## src/rtl/burst_seq_pkg.sv

```systemverilog
package burst_seq_pkg;
   typedef enum logic {
      ORD_LINEAR = 1'b0,
      ORD_XOR    = 1'b1
   } order_e;
endpackage

```

## src/rtl/burst_step_count.sv

```systemverilog
// Beat counter: cleared at a load, incremented at an accepted step.
module burst_step_count #(
   parameter int CW = 2
) (
   input  logic          clk,
   input  logic          rst,
   input  logic          clr,
   input  logic          inc,
   output logic [CW-1:0] cnt
);
   localparam logic [CW-1:0] ONE = CW'(1);

   always_ff @(posedge clk) begin
      if (rst)      cnt <= '0;
      else if (clr) cnt <= '0;
      else if (inc) cnt <= cnt + ONE;
   end
endmodule

```

## src/rtl/burst_ctx_hold.sv

```systemverilog
// Holds the burst context captured at a load: upper bits, start lane, type, order.
module burst_ctx_hold
   import burst_seq_pkg::*;
#(
   parameter int AW = 32,
   parameter int CW = 2
) (
   input  logic             clk,
   input  logic             rst,
   input  logic             capture,
   input  logic [AW-1:CW]   base_in,
   input  logic [CW-1:0]    lane_in,
   input  logic             wr_in,
   input  order_e           ord_in,
   output logic [AW-1:CW]   base_q,
   output logic [CW-1:0]    lane_q,
   output logic             wr_q,
   output order_e           ord_q
);
   always_ff @(posedge clk) begin
      if (rst) begin
         base_q <= '0;
         lane_q <= '0;
         wr_q   <= 1'b0;
         ord_q  <= ORD_LINEAR;
      end else if (capture) begin
         base_q <= base_in;
         lane_q <= lane_in;
         wr_q   <= wr_in;
         ord_q  <= ord_in;
      end
   end
endmodule

```

## src/rtl/burst_lane_map.sv

```systemverilog
// Maps start lane and beat count onto the current lane in the selected order.
module burst_lane_map
   import burst_seq_pkg::*;
#(
   parameter int CW        = 2,
   parameter bit ALLOW_XOR = 1'b1
) (
   input  logic [CW-1:0] start_lane,
   input  logic [CW-1:0] cnt,
   input  order_e        ord,
   output logic [CW-1:0] lane
);
   logic [CW-1:0] lin_lane;

   assign lin_lane = start_lane + cnt;

   generate
      if (ALLOW_XOR) begin : g_both
         logic [CW-1:0] xor_lane;
         assign xor_lane = start_lane ^ cnt;
         assign lane = (ord == ORD_XOR) ? xor_lane : lin_lane;
      end else begin : g_lin
         logic unused_ord;
         assign unused_ord = ord;
         assign lane = lin_lane;
      end
   endgenerate
endmodule

```

## src/rtl/burst_addr_seq.sv

```systemverilog
module burst_addr_seq
   import burst_seq_pkg::*;
#(
   parameter int ADDR_W    = 32,
   parameter int LANE_W    = 2,
   parameter bit ALLOW_XOR = 1'b1
) (
   input  logic              clk,
   input  logic              rst,
   input  logic              stall,
   input  logic              load,
   input  logic              step,
   input  logic [ADDR_W-1:0] start_addr,
   input  logic              wr_in,
   input  logic              mode_il,
   output logic [ADDR_W-1:0] addr_o,
   output logic              wr_o
);
   generate
      if (LANE_W < 1 || LANE_W >= ADDR_W) begin : g_bad_lane
         $error("burst_addr_seq: LANE_W must be at least 1 and below ADDR_W");
      end
   endgenerate

   logic              go;
   logic              do_load;
   logic              do_step;
   order_e            ord_sel;
   order_e            ord_q;
   logic [LANE_W-1:0] cnt;
   logic [LANE_W-1:0] lane_q;
   logic [LANE_W-1:0] lane;
   logic [ADDR_W-1:LANE_W] base_q;

   assign go      = !stall;
   assign do_load = go && load;
   assign do_step = go && !load && step;

   generate
      if (ALLOW_XOR) begin : g_ord_live
         assign ord_sel = mode_il ? ORD_XOR : ORD_LINEAR;
      end else begin : g_ord_fixed
         logic unused_mode;
         assign unused_mode = mode_il;
         assign ord_sel = ORD_LINEAR;
      end
   endgenerate

   burst_step_count #(.CW(LANE_W)) u_cnt (
      .clk (clk),
      .rst (rst),
      .clr (do_load),
      .inc (do_step),
      .cnt (cnt)
   );

   burst_ctx_hold #(.AW(ADDR_W), .CW(LANE_W)) u_ctx (
      .clk     (clk),
      .rst     (rst),
      .capture (do_load),
      .base_in (start_addr[ADDR_W-1:LANE_W]),
      .lane_in (start_addr[LANE_W-1:0]),
      .wr_in   (wr_in),
      .ord_in  (ord_sel),
      .base_q  (base_q),
      .lane_q  (lane_q),
      .wr_q    (wr_o),
      .ord_q   (ord_q)
   );

   burst_lane_map #(.CW(LANE_W), .ALLOW_XOR(ALLOW_XOR)) u_map (
      .start_lane (lane_q),
      .cnt        (cnt),
      .ord        (ord_q),
      .lane       (lane)
   );

   assign addr_o = {base_q, lane};
endmodule

```

## config.mk

```make
export PLATFORM = sky130hd
export DESIGN_NAME = burst_addr_seq
export DESIGN_NICKNAME = d
export VERILOG_FILES = /design/src/rtl/burst_seq_pkg.sv /design/src/rtl/burst_step_count.sv /design/src/rtl/burst_ctx_hold.sv /design/src/rtl/burst_lane_map.sv /design/src/rtl/burst_addr_seq.sv
export SDC_FILE = /design/constraint.sdc
export NUM_CORES = 1
export LEC_CHECK = 0
export ABC_AREA = 1
export BUFFER_PORTS_ARGS = -buffer_cell sky130_fd_sc_hd__buf_2
export CAP_MARGIN = 30
export CORE_MARGIN = 5
export CORE_UTILIZATION = 35
export CTS_CLUSTER_SIZE = 10
export DETAILED_ROUTE_END_ITERATION = 10
export HOLD_SLACK_MARGIN = 0.08
export PLACE_DENSITY = 0.65
export SKIP_CTS_REPAIR_TIMING = 1
export SLEW_MARGIN = 40
export SYNTH_ARGS = -nofsm -noshare
export SYNTH_HDL_FRONTEND = slang
export SYNTH_SLANG_ARGS = --single-unit
```

## constraint.sdc

```tcl
create_clock -name clk -period 0.9 [get_ports clk]
set_input_delay 0.045 -clock clk [delete_from_list [all_inputs] [get_ports clk]]
set_output_delay 0.045 -clock clk [all_outputs]
set_load 0.05 [all_outputs]
```

==> impl_results.md <==
- Most common cell after layout, fill and taps aside: nand2_1
- Syn_area_per_cell: 8.05 um^2
- Crit path max-delay family: flip-flops
- CP max stage delay: 0.35 ns
- Crit start category: register
- Final min period: 1.31 ns
- Place WS: -0.231 ns
- Post-route cell area: 2480 um^2
- Pwr Density: 1480 nW/um^2
- Worst Path Max Fanout: 2
- CTS max path bufs: 2
- Setup ws final: -0.409 ns
- Remaining global-route overflow: 0
- # nets final: 329
- Worst path most repeated cell: inv_1
- Boundary Pins: 72
- Total Wirelength: 4.06 mm
- Static Leakage: 1.09 nW
- Max Clk Rate: 764 MHz
- Clk_lat worst skew: 0.28 ns
- Post-DR vias/cell: 4.36
- Peak VDD IR: 0.766 mV
- Max-Cap Viols: 0
- Root Buffer: clkbuf_8
- # diodes: 0
- Area grow syn2layout: 75.2%
- DRC: 0
- Critical path arrival: 1.26 ns
- Port Buf Inserts: 71
- Failing checks: negative setup slack
- Worst Setup End Kind: primary output
- WS Path Type: reg2out
- Max-slew headroom: 0.851
- DR pass1 iterations: 4
- Final Non-Filler Cells: 340
- Die ar.: 5420 um^2
- Die H: 73.6 um
- Number of buffers and inverters on the critical path: 4
- Core Rows: 23
- DP HPWL: 2.44 mm
- Slew Viols, Final: 0
- Clk pin slew, worst setup/hold paths: 0.07 ns
- Hold Fails Final Rpt: 0
- DR WL/cell: 11.9 um
- RSZ-0062 raised after global routing: yes
- H-Tree Depth: 2
- Post-synthesis sequential area ratio: 0.509
- Drt initial violations: 32
- Data required time of the worst path: 0.85 ns
- Hold Crit Class: in2reg
- Synth Warn #: 0
- Final setup vio count: 2
- Number of global-route vias before repair: 1229
- Hold WS: 0.0789 ns
- Share of layout cells above drive strength 1: 0.434
- Global-route wire length before repair: 5.35 mm
- Largest net degree at the start of global routing: 20
- Final worst path period share: 1.45
- Die extent in x: 73.6 um
- Overall routing resource usage: 0.127
- Post-Syn Instances: 176
- Syn Std Cell Area: 1420 um^2
- Vias: 1484
- CTS tree: done
- Initial Util: 0.357
- Least-Margin Pin Slew: 0.223 ns
- Inst Count DP: 297
- Most frequent cells in the layout: 75 x nand2_1, 38 x buf_2, 35 x dlygate4sd3_1, 26 x buf_4, 21 x a21oi_1
- Initial antenna violation count: 0
- CP cell instances: ha_4, inv_1, nor2_2, inv_1, nand2_1, nand2_2, clkinvlp_4, buf_6
- Synth cell types: 16
- FF+latch count, synth: 36
- Placer Congestion: 0.803
- Core area: 3970 um^2
- Final antenna-violating net count: 0
- CTS buffer count: 5
- Clock sinks: 36
- Slowest CP cell: dfxtp_2
- Status: finished, violations left
- Clk_skew: 0.000208 ns
- Placed cell area: 1880 um^2
- Post-Syn Nets: 216
## cell type report
cell class,count,area (um^2)
tap,50,62.6
clock buffer,5,68.8
multi-input combinational,121,598
clock inverter,3,18.8
inverter,9,37.5
timing repair buffer,116,953
fill,337,1490
sequential,36,742
## tightest hold or removal path, stage by stage
cell     delay (ns)
buf_2          0.11
nand3_2        0.08
inv_1          0.05
nor2_1         0.03
## state kept, by name, summed over array words and instances, names as in the netlist
| register | cells |
|---|---|
| u_ctx.lane_q | 2 |
| u_ctx.wr_q | 1 |
| u_ctx.base_q | 30 |
| u_cnt.cnt | 2 |
| u_ctx.ord_q | 1 |
## metrics by stage
step                power, mW   util  TNS [ns]
floorplan                2.19      -    -0.117
global placement         2.40  0.474    -0.209
detailed placement       2.40  0.474    -0.231
CTS                      3.53  0.496     -1.84
global route             3.87  0.625    -0.692
finish                   3.68  0.625    -0.574
## report_power, final
| group | leakage [nW] | internal [mW] | switching [mW] |
|---|---|---|---|
| Clock | 0.0479 | 0.539 | 0.577 |
| Sequential | 0.302 | 1.67 | 0.0439 |
| Combinational | 0.744 | 0.373 | 0.473 |
| Total | 1.09 | 2.58 | 1.09 |
## logic make-up after synthesis
family          count (synthesis)  synth area share
simple gates                   84             0.231
fa+ha+maj                       1           0.00883
buf+inv                        19            0.0848
flops                          36             0.509
compound gates                 34             0.155
xor+xnor                        2            0.0124
## synth_stat cells
master / n / area, um^2
nand2_1: 76 / 285
dfxtp_1: 36 / 721
a21oi_1: 21 / 105
a21oi_2: 13 / 114
inv_1: 8 / 30.0
buf_6: 6 / 67.6
nor2_1: 5 / 18.8
buf_2: 3 / 15.0
clkbuf_1: 1 / 3.75
ha_1: 1 / 12.5
inv_2: 1 / 3.75
nand3_1: 1 / 5.00
nand4_1: 1 / 6.26
nor2_4: 1 / 11.3
xnor2_1: 1 / 8.76
xor2_1: 1 / 8.76
## metal layers
metal,vias to the layer above,global-route usage,wire length (um)
li1,777,-,-
met4,0,0.0543,60
met5,-,0,0
met2,50,0.185,1920
met3,7,0.0492,317
met1,650,0.166,1760
## path summary, 6_finish.rpt
check | from | to | slack (ns) | depth (start not counted)
setup reg to reg | u_cnt.cnt[0] | u_cnt.cnt[1] | 0.09 | 5
hold / removal | step | u_cnt.cnt[0] | 0.08 | 4
setup / recovery | u_cnt.cnt[0] | addr_o[1] | -0.41 | 8
hold reg to reg | u_ctx.base_q[15] | u_ctx.base_q[15] | 0.46 | 2
Note: power is estimated with default switching activity, not from simulation.
